**src/rtl/fifo_dma_pkg.sv**
```systemverilog
package fifo_dma_pkg;
  localparam int unsigned RX_SEL_W   = 3;
  localparam int unsigned RX_N_SIZES = 5;

  typedef logic [RX_SEL_W-1:0] rx_sel_t;

  // Block length for a receive selector: depth halved per step, out-of-range codes give full depth
  function automatic int unsigned rx_block_len(input rx_sel_t sel, input int unsigned depth);
    if (int'(sel) < RX_N_SIZES) return depth >> sel;
    return depth;
  endfunction
endpackage

```
**src/rtl/fdr_rst_sync.sv**
```systemverilog
module fdr_rst_sync #(
  parameter int unsigned STAGES = 2
) (
  input  logic clk,
  input  logic arst_n,
  output logic srst_n
);
  logic [STAGES-1:0] sync_q;

  always_ff @(posedge clk or negedge arst_n) begin
    if (!arst_n) sync_q <= '0;
    else         sync_q <= {sync_q[STAGES-2:0], 1'b1};
  end

  assign srst_n = sync_q[STAGES-1];
endmodule

```
**src/rtl/fdr_fall_det.sv**
```systemverilog
module fdr_fall_det (
  input  logic clk,
  input  logic rst_n,
  input  logic strb_n,
  output logic fall
);
  logic prev_q;

  always_ff @(posedge clk or negedge rst_n) begin
    if (!rst_n) prev_q <= 1'b1;
    else        prev_q <= strb_n;
  end

  assign fall = prev_q & ~strb_n;
endmodule

```
**src/rtl/fdr_tx_seq.sv**
```systemverilog
module fdr_tx_seq #(
  parameter int unsigned CNT_W = 16,
  parameter int unsigned DEPTH = 64,
  localparam int unsigned LVL_W = $clog2(DEPTH + 1),
  localparam int unsigned HI_W  = CNT_W - 8
) (
  input  logic             clk,
  input  logic             rst_n,
  input  logic             cnt_hi_we,
  input  logic             cnt_lo_we,
  input  logic [7:0]       cnt_data,
  input  logic             wr_fall,
  input  logic [LVL_W-1:0] tx_space,
  output logic             tx_req,
  output logic             tx_done,
  output logic [CNT_W-1:0] remain
);
  logic [HI_W-1:0]  hi_q;
  logic [CNT_W-1:0] remain_q, remain_d;
  logic             armed_q, armed_d;
  logic             act_q, act_d;
  logic [LVL_W-1:0] len_q, prog_q, prog_d, prog_inc, next_len;
  logic             done_q, done_d;
  logic             start, step, blk_end, len_en;

  assign next_len = (remain_q >= CNT_W'(DEPTH)) ? LVL_W'(DEPTH) : remain_q[LVL_W-1:0];
  assign prog_inc = prog_q + LVL_W'(1);
  assign start    = armed_q & ~act_q & (remain_q != '0) & (tx_space >= next_len);
  assign step     = act_q & wr_fall;
  assign blk_end  = step & (prog_inc == len_q);
  assign len_en   = start & ~cnt_lo_we;

  always_comb begin
    remain_d = remain_q;
    armed_d  = armed_q;
    act_d    = act_q;
    prog_d   = prog_q;
    done_d   = 1'b0;
    if (cnt_lo_we) begin
      remain_d = {hi_q, cnt_data};
      armed_d  = 1'b1;
      act_d    = 1'b0;
      prog_d   = '0;
    end else if (step) begin
      remain_d = remain_q - CNT_W'(1);
      prog_d   = blk_end ? '0 : prog_inc;
      if (blk_end) act_d = 1'b0;
      if (remain_q == CNT_W'(1)) begin
        done_d  = 1'b1;
        armed_d = 1'b0;
        act_d   = 1'b0;
      end
    end else if (start) begin
      act_d  = 1'b1;
      prog_d = '0;
    end
  end

  always_ff @(posedge clk or negedge rst_n) begin
    if (!rst_n) begin
      hi_q     <= '0;
      remain_q <= '0;
      armed_q  <= 1'b0;
      act_q    <= 1'b0;
      len_q    <= '0;
      prog_q   <= '0;
      done_q   <= 1'b0;
    end else begin
      if (cnt_hi_we) hi_q  <= cnt_data[HI_W-1:0];
      if (len_en)    len_q <= next_len;
      remain_q <= remain_d;
      armed_q  <= armed_d;
      act_q    <= act_d;
      prog_q   <= prog_d;
      done_q   <= done_d;
    end
  end

  assign tx_req  = act_q;
  assign tx_done = done_q;
  assign remain  = remain_q;
endmodule

```
**src/rtl/fdr_rx_seq.sv**
```systemverilog
module fdr_rx_seq
  import fifo_dma_pkg::*;
#(
  parameter int unsigned DEPTH = 64,
  localparam int unsigned LVL_W = $clog2(DEPTH + 1)
) (
  input  logic             clk,
  input  logic             rst_n,
  input  rx_sel_t          rx_size_sel,
  input  logic [LVL_W-1:0] rx_level,
  input  logic             rd_fall,
  output logic             rx_req
);
  logic [LVL_W-1:0] size, len_q, prog_q, prog_d, prog_inc;
  logic             act_q, act_d;
  logic             start, step, blk_end;

  assign size     = LVL_W'(rx_block_len(rx_size_sel, DEPTH));
  assign prog_inc = prog_q + LVL_W'(1);
  assign start    = ~act_q & (rx_level >= size);
  assign step     = act_q & rd_fall;
  assign blk_end  = step & (prog_inc == len_q);

  always_comb begin
    act_d  = act_q;
    prog_d = prog_q;
    if (step) begin
      prog_d = blk_end ? '0 : prog_inc;
      if (blk_end) act_d = 1'b0;
    end else if (start) begin
      act_d  = 1'b1;
      prog_d = '0;
    end
  end

  always_ff @(posedge clk or negedge rst_n) begin
    if (!rst_n) begin
      act_q  <= 1'b0;
      len_q  <= '0;
      prog_q <= '0;
    end else begin
      if (start) len_q <= size;
      act_q  <= act_d;
      prog_q <= prog_d;
    end
  end

  assign rx_req = act_q;
endmodule

```
**src/rtl/fifo_dma_req.sv**
```systemverilog
module fifo_dma_req
  import fifo_dma_pkg::*;
#(
  parameter int unsigned CNT_W = 16,
  parameter int unsigned DEPTH = 64,
  localparam int unsigned LVL_W = $clog2(DEPTH + 1)
) (
  input  logic             clk,
  input  logic             rst_n,
  input  logic             wr_n,
  input  logic             rd_n,
  input  logic             cnt_hi_we,
  input  logic             cnt_lo_we,
  input  logic [7:0]       cnt_data,
  input  logic [LVL_W-1:0] tx_space,
  input  logic [2:0]       rx_size_sel,
  input  logic [LVL_W-1:0] rx_level,
  output logic             tx_req,
  output logic             rx_req,
  output logic             tx_done
);
  logic             rst_sync_n;
  logic [1:0]       strb_n;
  logic [1:0]       strb_fall;
  logic             wr_fall, rd_fall;
  logic [CNT_W-1:0] tx_remain;

  fdr_rst_sync #(.STAGES(2)) i_rst (
    .clk(clk), .arst_n(rst_n), .srst_n(rst_sync_n)
  );

  assign strb_n = {rd_n, wr_n};

  for (genvar g = 0; g < 2; g++) begin : g_edge
    fdr_fall_det i_det (
      .clk(clk), .rst_n(rst_sync_n), .strb_n(strb_n[g]), .fall(strb_fall[g])
    );
  end

  assign wr_fall = strb_fall[0];
  assign rd_fall = strb_fall[1];

  fdr_tx_seq #(.CNT_W(CNT_W), .DEPTH(DEPTH)) i_tx (
    .clk(clk), .rst_n(rst_sync_n),
    .cnt_hi_we(cnt_hi_we), .cnt_lo_we(cnt_lo_we), .cnt_data(cnt_data),
    .wr_fall(wr_fall), .tx_space(tx_space),
    .tx_req(tx_req), .tx_done(tx_done), .remain(tx_remain)
  );

  fdr_rx_seq #(.DEPTH(DEPTH)) i_rx (
    .clk(clk), .rst_n(rst_sync_n),
    .rx_size_sel(rx_size_sel), .rx_level(rx_level),
    .rd_fall(rd_fall), .rx_req(rx_req)
  );
endmodule

```
**config.mk**
```make
export PLATFORM = sky130hd
export DESIGN_NAME = fifo_dma_req
export DESIGN_NICKNAME = d
export VERILOG_FILES = /design/src/rtl/fifo_dma_pkg.sv /design/src/rtl/fdr_rst_sync.sv /design/src/rtl/fdr_fall_det.sv /design/src/rtl/fdr_tx_seq.sv /design/src/rtl/fdr_rx_seq.sv /design/src/rtl/fifo_dma_req.sv
export SDC_FILE = /design/constraint.sdc
export NUM_CORES = 1
export LEC_CHECK = 0
export BUFFER_PORTS_ARGS = -buffer_cell sky130_fd_sc_hd__buf_2
export CORE_MARGIN = 2
export CORE_UTILIZATION = 53
export CTS_CLUSTER_DIAMETER = 100
export CTS_CLUSTER_SIZE = 40
export DETAILED_ROUTE_END_ITERATION = 16
export PLACE_DENSITY_LB_ADDON = 0.1
export SYNTH_ARGS = -nofsm -noshare
export SYNTH_HDL_FRONTEND = slang
export SYNTH_HIERARCHICAL = 1
export SYNTH_SLANG_ARGS = --single-unit
export TNS_END_PERCENT = 20
```
**constraint.sdc**
```tcl
create_clock -name clk -period 1.7 [get_ports clk]
set_input_delay 0.17 -clock clk [delete_from_list [all_inputs] [get_ports clk]]
set_output_delay 0.17 -clock clk [all_outputs]
set_load 0.05 [all_outputs]
```
# [Yosys cells after proc, flatten, opt, wreduce, memory -nomap -nowiden]
# Index checks and enable logic that the tools add are counted.
[word_totals] wordCells=77 register_bits=60
[classes] n_eq_ne=5 n_shift=1 bitwise_logic=16 add_sub_neg=3 reduce_logical=8 mux=27 n_lt_le_gt_ge=4
[op_table] op="$mux 7" n=10
[op_table] op="$mux 16" n=2
[op_table] op="$eq 16x1->1 const B" n=1
[op_table] op="$ge 16x7->1 const B" n=1
[op_table] op="$reduce_bool 16->1" n=1
[op_table] op="$sub 16x1->16 const B" n=1
[op_table] op="$mux 1" n=15
[op_table] op="$add 7x1->7 const B" n=2
[op_table] op="$eq 7x7->1" n=2
[op_table] op="$ge 7x7->1" n=2
[op_table] op="$and 1x1->1" n=11
[op_table] op="$shr 7x3->7 const A" n=1
[op_table] op="$reduce_and 2->1" n=3
[op_table] op="$reduce_bool 2->1" n=3
[op_table] op="$not 1->1" n=5
[op_table] op="$ne 4x4->1 const B" n=1
[op_table] op="$lt 3x3->1 const B" n=1
[op_table] op="$reduce_bool 3->1" n=1
[op_table] op="$ne 2x2->1 const B" n=1

# [Logic depth before layout (Yosys ltp)]
# Gate-level depths: netlist (run 1).
[logic_depth] depth_word=8 mapped_depth=11 depth_no_buf=11

# [Cells and area by module]
# Netlist (run 1), hierarchy kept.
[modules_own_cells] mod="fdr_tx_seq" cells_each=221 area_per_inst_um2=2347.3 seq_area_each_um2=1026.0 instances=1
[modules_own_cells] mod="fdr_rx_seq" cells_each=111 area_per_inst_um2=1063.5 seq_area_each_um2=375.4 instances=1
[modules_own_cells] mod="fdr_fall_det" cells_each=2 area_per_inst_um2=40.0 seq_area_each_um2=26.3 instances=2
[modules_own_cells] mod="fdr_rst_sync" cells_each=3 area_per_inst_um2=53.8 seq_area_each_um2=50.0 instances=1

# [Worst setup path after synthesis (run 1)]
# No wires, ideal clock.
[synth_timing] kind="register to register" start="register i_tx.remain_q[10] (netlist: i_tx/remain[10])" end="register i_tx.len_q[0]" t_required_ns=1.575 synth_period_minus_slack_ns=3.240 slack_ns=-1.540 stages_incl_launch_ff=12 t_arrival_ns=3.115 setup_time_ns=0.125 n_path_buf=0 cell_sequence="dfrtp_1 -> or3_4 -> or4_4 -> nor3_2 -> nand2_1 -> ha_1 -> nand2_1 -> o21ai_0 -> a311oi_1 -> a21o_2 -> nor3_4 -> mux2_4"
[synth_between] elab_chain_cells=5
[synth_lines] item="from (decl)" line_no="fdr_tx_seq.sv:19" source="logic [CNT_W-1:0] remain_q, remain_d;"
[synth_lines] item="from (signal assigned)" line_no="fdr_tx_seq.sv:71" source="remain_q <= remain_d;"
[synth_lines] item="$ge 16x7->1" line_no="fdr_tx_seq.sv:26" source="assign next_len = (remain_q >= CNT_W'(DEPTH)) ? LVL_W'(DEPTH) : remain_q[LVL_W-1:0];"
[synth_lines] item="$mux 7" line_no="fdr_tx_seq.sv:26"
[synth_lines] item="$ge 7x7->1" line_no="fdr_tx_seq.sv:28" source="assign start = armed_q & ~act_q & (remain_q != '0) & (tx_space >= next_len);"
[synth_lines] item="$and 1x1->1" line_no="fdr_tx_seq.sv:28"
[synth_lines] item="$and 1x1->1" line_no="fdr_tx_seq.sv:31" source="assign len_en = start & ~cnt_lo_we;"
[synth_lines] item="to (signal assigned)" line_no="fdr_tx_seq.sv:70" source="if (len_en) len_q <= next_len;"
[synth_lines] item="to (decl)" line_no="fdr_tx_seq.sv:22" source="logic [LVL_W-1:0] len_q, prog_q, prog_d, prog_inc, next_len;"
# Parallel ways exist; a longest one is shown, timed or not.
# A chain may end at the register's enable or synchronous reset.

# [Worst setup path after layout (run 1)]
[layout_timing] start="register i_tx.remain_q[8] (netlist: i_tx/remain[8])" end="register i_tx.len_q[0]"
# Same word-level chain as after synthesis.

==> results of run 1 <==
[placed cells by master (no fill, tap or decap), types with 7 or more instances in the layout]
cell	Yosys	layout
xnor2_1	27	26
clkbuf_8	2	13
ha_1	18	13
xor2_1	7	7
o21ai_0	15	8
mux2_2	9	8
nor2_1	15	8
buf_4	0	81
a21oi_1	8	7
nand2_1	38	32
dfrtp_1	58	56
mux2i_1	13	13
buf_2	2	33
inv_1	25	25
o21ai_1	4	10
[cell usage after synthesis, types with 3 or more instances]
master	instances	area, um2
xor2_1	7	61.3
dfrtp_1	58	1450
mux2_2	9	101
o21ai_0	15	75.1
inv_1	25	93.8
a22o_1	3	26.3
nor2_1	15	56.3
and3_1	7	43.8
ha_1	18	225
nand3b_1	3	22.5
xnor2_1	27	236
clkbuf_1	3	11.3
o21ai_1	4	20.0
o22ai_1	3	18.8
nand2_1	38	143
or3_4	3	33.8
nor3_1	9	45.0
nor2b_1	6	37.5
nand3_1	5	25.0
mux2i_1	13	130
a21oi_1	8	40.0
nor4_1	3	18.8
[registers in the layout (all words and copies together), names as in the netlist, 2 cells and up]
| register | count |
|---|---|
| g_edge.i_det/prev_q | 2 |
| i_rst/sync_q | 2 |
| i_rx/len_q | 7 |
| i_rx/prog_q | 7 |
| i_tx/hi_q | 8 |
| i_tx/len_q | 7 |
| i_tx/prog_q | 7 |
| i_tx/remain | 16 |
[cell type report]
cell class	instances	share of cell area
Multi-Input combinational cell	245	0.429
Sequential cell	60	0.311
Timing Repair Buffer	121	0.177
Clock buffer	14	0.0377
Tap cell	77	0.0199
Inverter	25	0.0194
Clock inverter	1	0.00620
[worst max-delay path, cell delays in order, from the launching register on]
cell	delay, ns
dfrtp_1	0.37
or3_4	0.39
or4_4	0.52
nor3_4	0.29
buf_4	0.17
buf_4	0.09
ha_1	0.24
and3_4	0.21
a311oi_2	0.29
a21o_2	0.23
nor3_4	0.06
mux2_4	0.30
[path summary, 6_finish.rpt]
kind                                 startpoint                endpoint  slack [ns]  depth (start not counted)
worst max-delay path             i_tx/remain[8]           i_tx/len_q[0]       -1.57                         11
min in group asynchronous                 rst_n         i_rst/sync_q[1]        0.15                          2
worst min register to register  i_rst/sync_q[1]             i_rx/rx_req        0.26                          1
worst min-delay path                cnt_data[7]          i_tx/remain[7]        0.05                          3
max in group asynchronous       i_rst/sync_q[1]  g_edge[0].i_det/prev_q        1.13                          1
worst max register to register   i_tx/remain[8]           i_tx/len_q[0]       -1.57                         11
[power breakdown]
group,internal [mW],total (mW),switching (mW)
Clock,0.830,1.36,0.532
Sequential,1.62,1.79,0.166
Combinational,0.674,1.32,0.641
Total,3.13,4.46,1.34
[layer usage]
layer / track usage / part of all wire / up-vias
li1: - / - / 1422
met1: 0.292 / 0.45 / 1365
met2: 0.381 / 0.49 / 56
met3: 0.0452 / 0.025 / 19
met4: 0.105 / 0.031 / 0
met5: 0 / 0 / -
[logic make-up (layout without fill, tap and decap cells)]
family | count (synthesis) | in the layout
compound gates | 54 | 54
xor+xnor | 36 | 36
fa+ha+maj | 18 | 18
buf+inv | 34 | 161
flops | 60 | 60
mux | 23 | 23
other cells | 2 | 2
simple gates | 112 | 112
[timing repair]
action,CTS,global route
buffers inserted,2,3
gates resized for setup,25,20
pin swaps,7,11
hold endpoints to repair,4,0
setup endpoints to repair,42,44
hold buffers,3,0
==> impl_metrics.tcl, run 1 <==
set metrics [dict create \
    core-area_um2 6420 \
    path_clk_slew_ns 0.07 \
    final.period_utilization 1.93 \
    floorplan.initialDensity 0.552 \
    grtUsageTotal 0.230 \
    h-tree-depth 3 \
    skew_ns 0.00640 \
    first_pass_iters 10 \
    route.detailed.drc 3 \
    yosys.area_share.adder 0.0635 \
    synth_area_um2 3540 \
    cts-buffers-inserted 9 \
    finalSetupViolCount 29 \
    die-height_um 85.8 \
    wirelength_mm 7.87 \
    drive_gt1_frac 0.433 \
    post-route-min-period_ns 3.27 \
    synthArstFlopShare 1.00 \
    synth_area_per_cell_um2 10.5 \
    synthMuxAreaShare 0.0695 \
    final_cell_area_um2 4850 \
    synth_edf_count 0 \
    rows 29 \
    dp_slack_ns -1.43 \
    antenna_cells 0 \
    violations "DRC, setup timing" \
    multi_input_area_um2 2080 \
    ant_nets 0 \
    synth_compound_area_frac 0.109 \
    ys_seq_area_frac 0.424 \
    grt_pass1_vias 2986 \
    synth_seq_cells 60 \
    post-route-util 0.755 \
    gp_congestion 0.868 \
    final_cells 543 \
    vias_per_cell 5.27 \
    ys.flop_type "dfrtp_1" \
    cp-end-kind "flip-flop" \
    grt_max_degree 59 \
    cp.arrival_ns 3.50 \
    yosysUniqueCellTypes 62 \
    finalPower_mw 4.46 \
    synth-simple-area-share 0.188 \
    clk_latency_ns 0.33 \
    required_ns 1.92 \
    cp-start-kind "flip-flop" \
    ir_drop_uv 765 \
    yosys_warnings 6 \
    dpl.cell_count 520 \
    grt-ovfl-total 0 \
    die_w_um 85.8 \
    syn-num-nets 388 \
    wl_per_cell_um 14.5 \
    power.density_nw_per_um2 921 \
    io_pins 34 \
    nNetsFinal 511 \
    drtIter0Drc 118 \
    place_area_um2 4370 \
    antenna_found_initial 0 \
    die_area_um2 7360 \
    leakage_nw 2.22 \
    drv_slew 0 \
    synth-xor-area-share 0.0967 \
    hold_path_class "in2reg" \
    cts_tree "yes" \
    syn_inst 339 \
    rsz0062_at_grt "yes" \
    areaGrowthSynthToFinish_pct 36.7 \
    crit_type "reg2reg" \
    fmax_ghz 0.305 \
    fill_cells 450 \
    dr_total_vias 2862 \
    ff_latch_area_um2 1510 \
    fin_hold_ws_ns 0.0544 \
    cts.sinks 60 \
    grt_pass1_wl_mm 13.2 \
    post-dp-hpwl_mm 5.68 \
    io_buffers 33 \
    fin_ws_ns -1.57 \
    cp_max_fo 6 \
    outcome "complete, but fails checks" \
    cts_root_buffer "clkbuf_8" \
    maxCapViolations 0 \
    cts-root-to-sink-buffers 2 \
    hold_violations 0 \
    setup_tns_ns -25.56 \
    synth_top_family_by_area "simple AND/OR/NAND/NOR gates" \
]
(Power assumes the default switching activity.)
==> run 2: changes to the inputs <==
--- a/config.mk
+++ b/config.mk
@@ -5,6 +5,7 @@
 export SDC_FILE = /design/constraint.sdc
 export NUM_CORES = 1
 export LEC_CHECK = 0
+export ABC_AREA = 1
 export BUFFER_PORTS_ARGS = -buffer_cell sky130_fd_sc_hd__buf_2
 export CORE_MARGIN = 2
 export CORE_UTILIZATION = 53
==> constraint.sdc (replaced) <==
create_clock -name clk -period 3.09 [get_ports clk]
set_input_delay 0.309 -clock clk [delete_from_list [all_inputs] [get_ports clk]]
set_output_delay 0.309 -clock clk [all_outputs]
set_load 0.05 [all_outputs]
==> impl_metrics.tcl, run 2 <==
set metrics [dict create \
    grt-ovfl-total 0 \
    synth_edf_count 0 \
    hold_path_class "in2reg" \
    first_pass_iters 4 \
    final.period_utilization 0.869 \
    core-area_um2 6720 \
    die_w_um 86.7 \
    finalPower_mw 2.18 \
    synthTopCellsByCount "nand2_1 (147), inv_1 (61), dfrtp_1 (58), nor2_1 (38), nand3_1 (33)" \
    drv_slew 0 \
    synth_area_um2 3620 \
    cts_tree "yes" \
    io_pins 34 \
    areaGrowthSynthToFinish_pct 12.4 \
    hold_violations 0 \
    syn-num-nets 526 \
    antenna_found_initial 0 \
    io_buffers 33 \
    grt_pass1_vias 3073 \
    required_ns 3.30 \
    slew_headroom 0.653 \
    dpl.cell_count 587 \
    path_cells "nor2_1, nand2_1, nor2_4, nand2_1, nor2_1, inv_1, ha_1, nand2_1, o21ai_0, nand4_1, nand3_1, nand3_2, nand2_1, o21ai_1" \
    ys_top_cells_by_area "dfrtp_1 (40%), nand2_1 (15%), inv_1 (6.3%)" \
    gp_congestion 0.844 \
    vias_per_cell 5.19 \
    outcome "completed" \
    route.detailed.drc 0 \
    cts_setup_buffers 0 \
    cp-endpoint "i_tx/len_q[5]" \
    synth_top_area_share 0.401 \
    cp-start-kind "flip-flop" \
    reg2regPathDepth 14 \
    maxCapViolations 0 \
    antenna_cells 0 \
    wl_per_cell_um 13.0 \
    ys.flop_type "dfrtp_1" \
    drive_gt1_frac 0.155 \
    path_clk_slew_ns 0.07 \
    grt_pass1_wl_mm 13.8 \
    skew_ns 0.00465 \
    place_area_um2 3880 \
    synth_seq_cells 60 \
    final_common_cell "nand2_1" \
    post-route-util 0.606 \
    slowest_delay_ns 0.43 \
    final_cells 604 \
    yosysUniqueCellTypes 36 \
    final_cell_area_um2 4070 \
    wirelength_mm 7.88 \
    nNetsFinal 568 \
    die_area_um2 7510 \
    synth_largest_area_cell "dfrtp_1" \
    synthArstFlopShare 1.00 \
    cts.sinks 60 \
    ant_nets 0 \
    cp_num_cells 14 \
    cp-end-kind "flip-flop" \
    post-route-min-period_ns 2.68 \
    grtUsageTotal 0.233 \
    syn_inst 477 \
    path_buf_inv 1 \
    dp_slack_ns 0.453 \
    yosys_warnings 6 \
    cp.arrival_ns 2.90 \
    dr_total_vias 3132 \
    finalSetupViolCount 0 \
    cts-buffers-inserted 9 \
    cp_common_cell "nand2_1" \
    multi_input_area_um2 1830 \
    rrSetupSlack_ns 0.41 \
    grt_max_degree 24 \
    post-dp-hpwl_mm 5.86 \
    h-tree-depth 3 \
    floorplan.initialDensity 0.539 \
    worstReg2RegEnd "i_tx/len_q[5]" \
    crit_type "reg2reg" \
    ff_latch_area_um2 1510 \
    power.density_nw_per_um2 534 \
    min_path_cells 1 \
    clk_latency_ns 0.34 \
    tightest_slew_ns 0.520 \
    cts_root_buffer "clkbuf_8" \
    crit_family "simple AND/OR/NAND/NOR gates" \
    timing.rr.start "i_tx/remain[12]" \
    slowest_stage "dfrtp_1" \
    die-height_um 86.7 \
    final_cell_mix "nand2_1 (147), inv_1 (61), dfrtp_1 (57)" \
    largest_register_ffs 16 \
    ys_seq_area_frac 0.415 \
    fin_ws_ns 0.406 \
    crit_start "i_tx/remain[12]" \
    cts-root-to-sink-buffers 2 \
    ir_drop_uv 324 \
    rsz0062_at_grt "no" \
    synth_area_per_cell_um2 7.60 \
    rows 30 \
    setup_tns_ns 0 \
    fmax_ghz 0.373 \
    drtIter0Drc 120 \
    fill_cells 624 \
    fin_hold_ws_ns 0.0836 \
    synth.most_common_cell "nand2_1" \
    cp_max_fo 14 \
    leakage_nw 1.99 \
]
run 2: changes by cell type after synthesis, sizes merged, moves of 8 or more:
cell   delta
mux2      -9
nand2   +116
inv      +39
nor2b     -8
nor3     -12
mux2i    -13
nand3    +27
nor2     +34
xnor2    -22
o21ai    +12
run 2: worst reg2reg max path, cell delays in order (launching register included):
cell,delay (ns)
dfrtp_1,0.43
nor2_1,0.15
nand2_1,0.12
nor2_4,0.19
nand2_1,0.19
nor2_1,0.15
inv_1,0.07
ha_1,0.30
nand2_1,0.06
o21ai_0,0.14
nand4_1,0.09
nand3_1,0.18
nand3_2,0.28
nand2_1,0.14
o21ai_1,0.07
run 2: final cells by class:
cell class	count	share of cell area
clock buffer	10	0.0313
clock inverter	6	0.0135
inverter	66	0.0608
multi-input combinational	344	0.450
sequential	60	0.370
tap	80	0.0246
timing repair buffer	38	0.0504
run 2: worst min path at each step:
stage | to | slack (ns) | from
after CTS | g_edge[0].i_det/prev_q | 0.08 | wr_n
final | g_edge[0].i_det/prev_q | 0.08 | wr_n
after floorplan | i_rst/sync_q[0] | 0.01 | rst_n
after global placement | i_rst/sync_q[0] | 0.09 | rst_n
after global routing | g_edge[0].i_det/prev_q | 0.06 | wr_n
after detailed placement | i_rst/sync_q[0] | 0.1 | rst_n
run 2: kinds of logic after synthesis:
logic type / Yosys count / share of synthesized area
and+or+nand+nor: 248 / 0.298
other: 2 / 0.00207
muxes: 1 / 0.00311
DFF: 60 / 0.415
xor gates and xnor gates: 12 / 0.0290
buffers and inverters: 73 / 0.0794
AOI/OAI and AO/OA: 63 / 0.111
adders and majority gates: 18 / 0.0622
run 2: timing repair:
item | 4_1_cts | 5_1_grt
hold buffers | 1 | 0
hold endpoints to repair | 2 | 0
gates resized for setup | 0 | 0
run 2: metal layers:
layer	up-vias	global-route usage	routed length, um
li1	1614	-	-
met1	1470	0.307	3860
met2	37	0.387	3690
met3	11	0.0467	197
met4	0	0.0710	132
met5	-	0	0
run 2: where the power goes:
part           total (mW)  internal [mW]  switching (mW)
Clock               0.672          0.365           0.307
Combinational       0.520          0.194           0.326
Sequential          0.985          0.888          0.0970
==> run 3: changes to the inputs <==
==> constraint.sdc (replaced) <==
create_clock -name clk -period 3.09 [get_ports clk]
set_input_delay 0.1545 -clock clk [delete_from_list [all_inputs] [get_ports clk]]
set_output_delay 0.1545 -clock clk [all_outputs]
set_load 0.05 [all_outputs]
==> impl_metrics.tcl, run 3 (synthesized netlist as in run 2, its figures left out) <==
set metrics [dict create \
    outcome "completed" \
    slowest_delay_ns 0.40 \
    cp-start-kind "flip-flop" \
    finalSetupViolCount 0 \
    final_cell_area_um2 4150 \
    wl_per_cell_um 13.0 \
    fmax_ghz 0.373 \
    crit_family "simple AND/OR/NAND/NOR gates" \
    rsz0062_at_grt "no" \
    cts_root_buffer "clkbuf_8" \
    hold_violations 0 \
    floorplan.initialDensity 0.539 \
    rows 30 \
    fill_cells 610 \
    post-route-min-period_ns 2.68 \
    drtIter0Drc 110 \
    hold_path_class "in2reg" \
    dpl.cell_count 587 \
    cts.sinks 60 \
    wl_met1_mm 3.79 \
    core-area_um2 6720 \
    die_area_um2 7510 \
    grtUsageTotal 0.231 \
    cp.arrival_ns 2.89 \
    ant_nets 0 \
    grt-ovfl-total 0 \
    wl_met2_mm 3.68 \
    wirelength_mm 7.86 \
    die_w_um 86.7 \
    antenna_found_initial 0 \
    cts-root-to-sink-buffers 2 \
    place_area_um2 3880 \
    path_clk_slew_ns 0.07 \
    finalPower_mw 2.34 \
    cp-end-kind "flip-flop" \
    final_common_cell "nand2_1" \
    cts_resized 0 \
    power.density_nw_per_um2 564 \
    dr.max_layer_used "met4" \
    crit_type "reg2reg" \
    route.detailed.drc 0 \
    ir_drop_uv 384 \
    wl_met3_um 270 \
    ff_latch_area_um2 1510 \
    setup_tns_ns 0 \
    vias_per_cell 5.12 \
    clk_latency_ns 0.34 \
    grt_pass1_vias 3083 \
    largest_register_ffs 16 \
    areaGrowthSynthToFinish_pct 14.4 \
    slew_headroom 0.656 \
    gp_congestion 0.854 \
    drv_slew 0 \
    multi_input_area_um2 1830 \
    grt_pass1_wl_mm 13.5 \
    maxCapViolations 0 \
    h-tree-depth 3 \
    cts_tree "yes" \
    cts_setup_buffers 0 \
    skew_ns 0.0116 \
    final_cell_mix "nand2_1 (147), inv_1 (61), dfrtp_1 (57)" \
    dr_total_vias 3103 \
    leakage_nw 2.02 \
    cp_common_cell "nand2_1" \
    antenna_cells 0 \
    first_pass_iters 4 \
    grt_max_degree 24 \
    io_pins 34 \
    path_cells "nor2_1, nand2_1, nor2_4, nand2_1, nor2_1, inv_1, ha_1, nand2_1, o21ai_0, nand4_1, nand3_1, nand3_2, nand2_1, o21ai_1" \
    path_buf_inv 1 \
    die-height_um 86.7 \
    post-route-util 0.617 \
    nNetsFinal 570 \
    slowest_stage "dfrtp_1" \
    cp_max_fo 14 \
    final.period_utilization 0.867 \
    io_buffers 33 \
    post-dp-hpwl_mm 5.89 \
    drive_gt1_frac 0.156 \
    final_cells 606 \
    required_ns 3.30 \
    cts-buffers-inserted 9 \
    tightest_slew_ns 0.515 \
]
[run 3: cell count changes in the layout (fill, tap and decap cells not counted), sizes merged]
cell	delta
clkbuf	+2
bufinv	+1
dlygate4sd3	+2
clkinv	-3
[run 3: power breakdown]
group / internal [mW] / switching, mW
clock: 0.518 / 0.312
combinational: 0.196 / 0.328
sequential: 0.887 / 0.0955
total: 1.60 / 0.735
[run 3: worst min-delay path, cell delays in order]
cell and delay (ns):
buf_2 0.09, nand2_1 0.04, o21ai_0 0.06
[run 3: path summary, 6_finish.rpt]
| kind | from | end | slack, ns | cells after the start |
|---|---|---|---|---|
| setup reg to reg | i_tx/remain[8] | i_tx/len_q[1] | 0.41 | 14 |
| hold reg to reg | i_rst/sync_q[1] | i_tx/remain[15] | 0.24 | 0 |
| hold / removal | cnt_data[4] | i_tx/hi_q[4] | 0.03 | 3 |
| setup / recovery | i_tx/remain[8] | i_tx/len_q[1] | 0.41 | 14 |
| max in group asynchronous | i_rst/sync_q[1] | g_edge[0].i_det/prev_q | 2.11 | 1 |
| min in group asynchronous | rst_n | i_rst/sync_q[1] | 0.13 | 2 |
[run 3: repair_timing]
action	in CTS	in global routing
endpoints found under the setup margin	0	0
hold buffers	3	0
hold endpoints to repair	4	0
[run 3: metrics by stage]
stage / setup slack [ns] / hold slack (ns)
after floorplan: 0.827 / -0.141
after global placement: 0.595 / -0.0611
after detailed placement: 0.470 / -0.0586
after CTS: 0.438 / 0.0209
after global routing: 0.0408 / 0.0605
final: 0.412 / 0.0334
[run 3: final cells by class]
| type | count | share of cell area |
|---|---|---|
| inverter | 66 | 0.0598 |
| timing repair buffer | 40 | 0.0543 |
| clock buffer | 12 | 0.0398 |
| sequential | 60 | 0.363 |
| multi-input combinational | 344 | 0.442 |
| clock inverter | 4 | 0.0169 |
| tap | 80 | 0.0241 |
[run 3: layer usage]
layer	vias up	global-route usage
met3	11	0.0352
met1	1430	0.295
met2	49	0.392
li1	1613	-
met5	-	0
met4	0	0.0923
